--- config.mk ---
export PLATFORM = sky130hd
export DESIGN_NAME = msb_locate
export DESIGN_NICKNAME = d
export VERILOG_FILES = /design/src/rtl/msb_locate_pkg.sv /design/src/rtl/msb_tree.sv /design/src/rtl/msb_blk_stage.sv /design/src/rtl/msb_locate.sv
export SDC_FILE = /design/constraint.sdc
export NUM_CORES = 2
export LEC_CHECK = 0
export ABC_CLOCK_PERIOD_IN_PS = 8700
export BUFFER_PORTS_ARGS = -buffer_cell sky130_fd_sc_hd__buf_2
export CAP_MARGIN = 20
export CORE_AREA = 2 2 405 407
export DETAILED_ROUTE_END_ITERATION = 6
export DIE_AREA = 0 0 407 409
export PLACE_DENSITY = 0.67
export SYNTH_ARGS = -nofsm -noshare
export SYNTH_HDL_FRONTEND = slang
export SYNTH_SLANG_ARGS = --single-unit
--- constraint.sdc ---
create_clock -name clk -period 8.7 [get_ports clk]
set_clock_uncertainty 0.05 [all_clocks]
set_input_delay 0.435 -clock clk [delete_from_list [all_inputs] [get_ports clk]]
set_output_delay 0.435 -clock clk [all_outputs]
set_load 0.01 [all_outputs]
--- src/rtl/msb_locate_pkg.sv ---
package msb_locate_pkg;
   typedef enum logic [1:0] {
      ST_IDLE  = 2'd0,
      ST_MERGE = 2'd1,
      ST_SCAN  = 2'd2
   } seq_state_e;
endpackage

--- src/rtl/msb_tree.sv ---
// Logarithmic priority tree: each level merges pairs, preferring the upper one.
module msb_tree #(
   parameter int unsigned LEAVES = 16,
   localparam int unsigned IX_W = $clog2(LEAVES)
) (
   input  logic              clk,
   input  logic              rst_n,
   input  logic [LEAVES-1:0] leaf_i,
   output logic              any_o,
   output logic [IX_W-1:0]   ix_o
);
   if (LEAVES < 2 || (1 << IX_W) != LEAVES) begin : g_bad_leaves
      $error("msb_tree: LEAVES must be a power of two of at least 2");
   end

   for (genvar l = 0; l <= IX_W; l++) begin : g_lvl
      localparam int unsigned CNT = LEAVES >> l;
      logic [CNT-1:0]  v;
      logic [IX_W-1:0] ix [CNT];
      if (l == 0) begin : g_leaf
         assign v = leaf_i;
         for (genvar i = 0; i < CNT; i++) begin : g_z
            assign ix[i] = '0;
         end
      end else begin : g_node
         for (genvar i = 0; i < CNT; i++) begin : g_pair
            assign v[i]  = g_lvl[l-1].v[2*i] | g_lvl[l-1].v[2*i+1];
            assign ix[i] = g_lvl[l-1].v[2*i+1]
                         ? (g_lvl[l-1].ix[2*i+1] | (IX_W'(1) << (l-1)))
                         : g_lvl[l-1].ix[2*i];
         end
      end
   end

   assign any_o = g_lvl[IX_W].v[0];
   assign ix_o  = g_lvl[IX_W].ix[0];

   // reported leaf is set and nothing above it is set
   a_r3_leaf_set: assert property (@(posedge clk) disable iff (!rst_n)
      any_o |-> leaf_i[ix_o]);
   a_r3_none_above: assert property (@(posedge clk) disable iff (!rst_n)
      any_o |-> ((leaf_i >> ix_o) == LEAVES'(1)));
endmodule

--- src/rtl/msb_blk_stage.sv ---
// Parallel first step: encode every block at once and register the results.
module msb_blk_stage #(
   parameter int unsigned DATA_W = 1024,
   parameter int unsigned BLK_W  = 16,
   localparam int unsigned NUM_BLK = DATA_W / BLK_W,
   localparam int unsigned OFF_W   = $clog2(BLK_W)
) (
   input  logic                          clk,
   input  logic                          rst_n,
   input  logic                          load_i,
   input  logic [DATA_W-1:0]             vec_i,
   output logic [NUM_BLK-1:0]            blk_any_o,
   output logic [NUM_BLK-1:0][OFF_W-1:0] blk_off_o
);
   logic [NUM_BLK-1:0]            any_d;
   logic [NUM_BLK-1:0][OFF_W-1:0] off_d;

   for (genvar b = 0; b < NUM_BLK; b++) begin : g_blk
      msb_tree #(.LEAVES(BLK_W)) enc_i (
         .clk    (clk),
         .rst_n  (rst_n),
         .leaf_i (vec_i[b*BLK_W +: BLK_W]),
         .any_o  (any_d[b]),
         .ix_o   (off_d[b])
      );
   end

   always_ff @(posedge clk or negedge rst_n) begin
      if (!rst_n) begin
         blk_any_o <= '0;
         blk_off_o <= '0;
      end else if (load_i) begin
         blk_any_o <= any_d;
         blk_off_o <= off_d;
      end
   end

   // registered block flags follow the loaded word
   a_r2_stage_load: assert property (@(posedge clk) disable iff (!rst_n)
      load_i |=> (blk_any_o == $past(any_d)));
endmodule

--- src/rtl/msb_locate.sv ---
module msb_locate #(
   parameter int unsigned DATA_W = 1024,
   parameter int unsigned BLK_W  = 16,
   localparam int unsigned NUM_BLK = DATA_W / BLK_W,
   localparam int unsigned OFF_W   = $clog2(BLK_W),
   localparam int unsigned BI_W    = $clog2(NUM_BLK),
   localparam int unsigned POS_W   = $clog2(DATA_W)
) (
   input  logic              clk,
   input  logic              rst_n,
   input  logic              serial_i,
   input  logic              start_i,
   input  logic [DATA_W-1:0] vec_i,
   output logic [POS_W-1:0]  pos_o,
   output logic              hit_o,
   output logic              done_o
);
   import msb_locate_pkg::*;

   if (DATA_W % BLK_W != 0 || NUM_BLK < 2 || (1 << BI_W) != NUM_BLK) begin : g_bad_cfg
      $error("msb_locate: DATA_W/BLK_W must be a power of two of at least 2");
   end

   seq_state_e           state_q;
   logic [BI_W-1:0]      ptr_q;
   logic [DATA_W-1:0]    scan_q;
   logic                 take;
   logic                 par_load;

   assign take     = start_i && (state_q == ST_IDLE);
   assign par_load = take && !serial_i;

   // parallel path
   logic [NUM_BLK-1:0]            blk_any;
   logic [NUM_BLK-1:0][OFF_W-1:0] blk_off;
   logic                          mrg_any;
   logic [BI_W-1:0]               mrg_blk;

   msb_blk_stage #(.DATA_W(DATA_W), .BLK_W(BLK_W)) stage_i (
      .clk       (clk),
      .rst_n     (rst_n),
      .load_i    (par_load),
      .vec_i     (vec_i),
      .blk_any_o (blk_any),
      .blk_off_o (blk_off)
   );

   msb_tree #(.LEAVES(NUM_BLK)) merge_i (
      .clk    (clk),
      .rst_n  (rst_n),
      .leaf_i (blk_any),
      .any_o  (mrg_any),
      .ix_o   (mrg_blk)
   );

   // serial path: one encoder on the top block of a shifting copy
   logic              top_any;
   logic [OFF_W-1:0]  top_off;

   msb_tree #(.LEAVES(BLK_W)) scan_enc_i (
      .clk    (clk),
      .rst_n  (rst_n),
      .leaf_i (scan_q[DATA_W-1 -: BLK_W]),
      .any_o  (top_any),
      .ix_o   (top_off)
   );

   always_ff @(posedge clk or negedge rst_n) begin
      if (!rst_n) begin
         state_q <= ST_IDLE;
         ptr_q   <= '0;
         scan_q  <= '0;
         pos_o   <= '0;
         hit_o   <= 1'b0;
         done_o  <= 1'b0;
      end else begin
         done_o <= 1'b0;
         unique case (state_q)
            ST_IDLE: begin
               if (take) begin
                  if (serial_i) begin
                     scan_q  <= vec_i;
                     ptr_q   <= BI_W'(NUM_BLK - 1);
                     state_q <= ST_SCAN;
                  end else begin
                     state_q <= ST_MERGE;
                  end
               end
            end
            ST_MERGE: begin
               pos_o   <= mrg_any ? {mrg_blk, blk_off[mrg_blk]} : '0;
               hit_o   <= mrg_any;
               done_o  <= 1'b1;
               state_q <= ST_IDLE;
            end
            ST_SCAN: begin
               if (top_any || ptr_q == '0) begin
                  pos_o   <= top_any ? {ptr_q, top_off} : '0;
                  hit_o   <= top_any;
                  done_o  <= 1'b1;
                  state_q <= ST_IDLE;
               end else begin
                  scan_q <= scan_q << BLK_W;
                  ptr_q  <= ptr_q - 1'b1;
               end
            end
            default: state_q <= ST_IDLE;
         endcase
      end
   end

   // parallel search answers on the second edge after the start edge
   a_r2_par_latency: assert property (@(posedge clk) disable iff (!rst_n)
      (start_i && state_q == ST_IDLE && !serial_i) |=> ##1 done_o);
   // completion is a single-cycle pulse
   a_r7_done_pulse: assert property (@(posedge clk) disable iff (!rst_n)
      done_o |=> !done_o);
   // result is held between completions
   a_r7_hold: assert property (@(posedge clk) disable iff (!rst_n)
      !done_o |-> ($stable(pos_o) && $stable(hit_o)));
   // no hit means index zero
   a_r4_zero_pos: assert property (@(posedge clk) disable iff (!rst_n)
      !hit_o |-> (pos_o == '0));
   // each continued scan cycle moves one block down
   a_r5_scan_step: assert property (@(posedge clk) disable iff (!rst_n)
      (state_q == ST_SCAN && $past(state_q) == ST_SCAN)
         |-> (ptr_q == BI_W'($past(ptr_q) - 1'b1)));
   // a start while busy does not reach idle-only capture
   a_r6_busy_ignore: assert property (@(posedge clk) disable iff (!rst_n)
      (state_q == ST_MERGE) |=> (state_q == ST_IDLE));
endmodule

==> results.txt <==
The run finished, with violations left. The final reports fail on design-rule violations. The total of warnings raised by yosys came out at 0.

The proportion of synthesized flip-flops having asynchronous set or reset is 1.000. The worst setup path is launched from a flip-flop. The global routing usage on met2 came out at 0.5411. The post-CTS resize count came out at 0. Using the TritonRoute via totals, the vias-per-cell ratio works out to 5.695. Clock latency on the worst-skew pair, taken at its later pin, is 0.81 ns. The achievable clock frequency came out at 0.2031 GHz. Clock tree synthesis selected as its root buffer the cell sky130_fd_sc_hd__clkbuf_16. In the global route stage, overall resource usage came out at 0.3393. The row count came out at 148. The setup path with the least slack is of type flip-flop to flip-flop. The number of I/O pins came out at 1040.

Data arrives at the worst endpoint at 5.57 ns. The final number of hold-violating endpoints came out at 0. The routability congestion estimate from global placement is 0.9800.

The fraction of layout instances using a drive strength above 1 is 0.1500. The headroom to the max-slew limit is 0.1238. The met3 layer usage reported by global route is 0.08536. The power density normalized to cell area is 254.7 nW/um2. Buffers inserted during clock tree synthesis total 156. In this run, synthesis inferred 0 flip-flops with an integrated enable.

Power comes to 23.74 mW. The final global-route overflow total is 0. The worst-case IR drop observed on VDD is 0.0001950 V. The summed negative setup slack over all endpoints is 0 ns.

The die extent in x came out at 407 um. The number of iterations in the first detailed-routing pass is 7. The number of antenna violations at the first check in global routing came out at 115. The number of violations of the max-capacitance limit is 0.

The post-synthesis cell count is 7708. The number of synthesized register bits came out at 1364. The minimum clock period after layout is 4.924 ns. The type of element capturing the critical path is a flip-flop. Clock-pin slew was measured on the worst setup and hold paths at 0.06 ns.

The required time at the endpoint of the critical path is 9.35 ns. The initial core utilization came out at 0.4320. The number of non-filler instances in the completed layout is 11.95k.

The area added between synthesis and finish is 33.12%. The library cells used most frequently in the layout, excluding fill and tap cells, are sky130_fd_sc_hd__nand2_1, sky130_fd_sc_hd__dfrtp_1, sky130_fd_sc_hd__o21ai_0. The layer flagged by global routing as most heavily used is met2.

TritonCTS built the clock tree. The wire length of the first global-routing pass is 426500 um. The number of global-route vias before repair was 68.59k. Across all layers, the routed design uses 68.06k vias. The total leakage power is 41.25 nW. Setup repair after global routing left no endpoint under its margin.

The largest driver fanout on the critical path came out at 59. The number of cells in the design after placement came out at 10.56k. For this run, the register share of the synthesized area comes to 0.4876. At the pin with the least slew margin, the transition time is 1.314 ns. The post-detailed-route count of antenna-violating nets is 0. Synthesis instantiated 71 different standard cells from the library. After detailed routing, the number of remaining DRC violations is 3.

The post-detailed-route wirelength per cell came out at 24.20 um. In the global route stage, met1 resource usage came out at 0.4255. The final worst-path cycle share is 0.5660.

In this run the cell area of the synthesized design comes to 70000 um2. The height of the die is 409 um. The number of inserted filler cells in the final layout is 13.75k. The library cell used most frequently in the layout, excluding fill and tap cells, is sky130_fd_sc_hd__nand2_1. The number of buffers between clock root and the deepest sink is 3.

The count of buffers from port buffering is 1039. The clock drives 1364 sinks. For this run, the leading register cell type out of synthesis is sky130_fd_sc_hd__dfrtp_1.

The deepest level of the CTS H-tree is 4. The largest net degree at the start of global routing came out at 228. The total number of nets in the final design came out at 10.59k. Setup violations remaining at the end of the flow were counted as 0.

The number of pins with negative max-slew slack in the final report came to 0. The tightest min-delay check is of the primary input to flip-flop type. The net count of the mapped netlist came out at 8741. After detailed routing, the total wire length is 289200 um. The die footprint is 166500 um2.

The detailed placer's ending HPWL came out at 205500 um. In this run the standard cell core region covers 162000 um2. The average instance in the mapped netlist occupies 9.082 um2.

The number of violations reported at the end of detailed-routing iteration 0 is 6969.
==> final cells by class <==
cell class / count / area (um2) / share of cell area
Tap cell: 2175 / 2721 / 0.02920
Antenna cell: 90 / 225.2 / 0.002417
Clock buffer: 223 / 4588 / 0.04924
Clock inverter: 68 / 996.0 / 0.01069
Timing Repair Buffer: 2136 / 16280 / 0.1747
Multi-Input combinational cell: 5746 / 33680 / 0.3614
Sequential cell: 1364 / 34130 / 0.3663
Inverter: 150 / 563.0 / 0.006042
==> sequential cells by signal (all words and copies together), names as in the netlist <==
name and cells:
ptr_q 6, hit_o 1, stage_i.blk_off_o 256, pos_o 10, done_o 1, state_q 2, stage_i.blk_any_o 64, scan_q 1024
==> repair_timing <==
action	4_1_cts	5_1_grt
hold buffers	1001	0
hold endpoints to repair	1187	0
setup buffers	0	0
==> layer usage <==
metal / share of wire / wire length, um
met5: 0.0017 / 479
met4: 0.055 / 16000
met3: 0.083 / 23980
met2: 0.46 / 132900
met1: 0.40 / 115900
==> per-stage QoR <==
| step | area, um2 | hold slack [ns] | worst slack, ns | utilization |
|---|---|---|---|---|
| detailed placement | 77210 | 0.4134 | 3.761 | 0.4765 |
| floorplan | 70000 | 0.08941 | 5.692 | - |
| global placement | 77160 | 0.4040 | 3.751 | 0.4762 |
| global route | 93100 | 0.03838 | 3.455 | 0.5746 |
| CTS | 92810 | 0.0008897 | 3.709 | 0.5728 |
| finish | 93190 | 0.03956 | 3.776 | 0.5751 |
==> kinds of logic after synthesis <==
logic type,Yosys count,share of synthesized area
AND/OR/NAND/NOR,2775,0.1671
AO/OA/AOI/OAI,1851,0.1501
flip-flops,1364,0.4876
multiplexers,1112,0.1604
buffers and inverters,598,0.03351
adder cells (fa/ha/maj),5,0.0008937
XOR/XNOR,3,0.0003754
==> cells in the mapped netlist (66+ instances only) <==
cell type,count,share of area
sky130_fd_sc_hd__a21oi_1,223,0.016
sky130_fd_sc_hd__a31oi_1,96,0.0086
sky130_fd_sc_hd__clkbuf_1,409,0.022
sky130_fd_sc_hd__dfrtp_1,1364,0.49
sky130_fd_sc_hd__inv_1,149,0.0080
sky130_fd_sc_hd__mux2i_1,1098,0.16
sky130_fd_sc_hd__nand2_1,1530,0.082
sky130_fd_sc_hd__nor2_1,843,0.045
sky130_fd_sc_hd__nor2b_1,66,0.0059
sky130_fd_sc_hd__nor3_1,72,0.0051
sky130_fd_sc_hd__nor4b_1,83,0.010
sky130_fd_sc_hd__o21ai_0,1226,0.088
sky130_fd_sc_hd__o311ai_0,130,0.016
sky130_fd_sc_hd__or4_1,69,0.0074
==> worst max-delay path, cell delays in order (launching register included) <==
cell and delay [ns]:
sky130_fd_sc_hd__dfrtp_1 0.41, sky130_fd_sc_hd__nor4_2 0.50, sky130_fd_sc_hd__nand4_2 0.34, sky130_fd_sc_hd__nor3_4 0.54, sky130_fd_sc_hd__o221ai_2 0.25, sky130_fd_sc_hd__o31ai_4 0.22
sky130_fd_sc_hd__buf_4 0.72, sky130_fd_sc_hd__inv_2 0.50, sky130_fd_sc_hd__mux4_2 0.60, sky130_fd_sc_hd__o22ai_1 0.35, sky130_fd_sc_hd__nor4_1 0.09, sky130_fd_sc_hd__o21ai_0 0.19
==> where the power goes <==
| part | leakage (nW) | total [mW] | switching, mW | internal (mW) |
|---|---|---|---|---|
| Combinational | 22.0 | 5.75 | 3.33 | 2.42 |
| Clock | 2.76 | 7.19 | 2.88 | 4.31 |
| Sequential | 16.5 | 10.8 | 1.84 | 8.96 |
==> worst paths after layout <==
kind	cells past startpoint	startpoint	slack, ns	to
setup / recovery	11	stage_i.blk_any_o[49]$_DFFE_PN0P_	3.78	pos_o[0]$_DFFE_PN0P_
hold / removal	3	vec_i[787]	0.04	scan_q[787]$_DFFE_PN0P_
setup reg to reg	11	stage_i.blk_any_o[49]$_DFFE_PN0P_	3.78	pos_o[0]$_DFFE_PN0P_
hold reg to reg	2	stage_i.blk_off_o[56]$_DFFE_PN0P_	0.42	stage_i.blk_off_o[56]$_DFFE_PN0P_
max in group asynchronous	4	rst_n	5.96	scan_q[169]$_DFFE_PN0P_
min in group asynchronous	2	rst_n	0.22	scan_q[697]$_DFFE_PN0P_
Power figures use the tool's default switching activity.
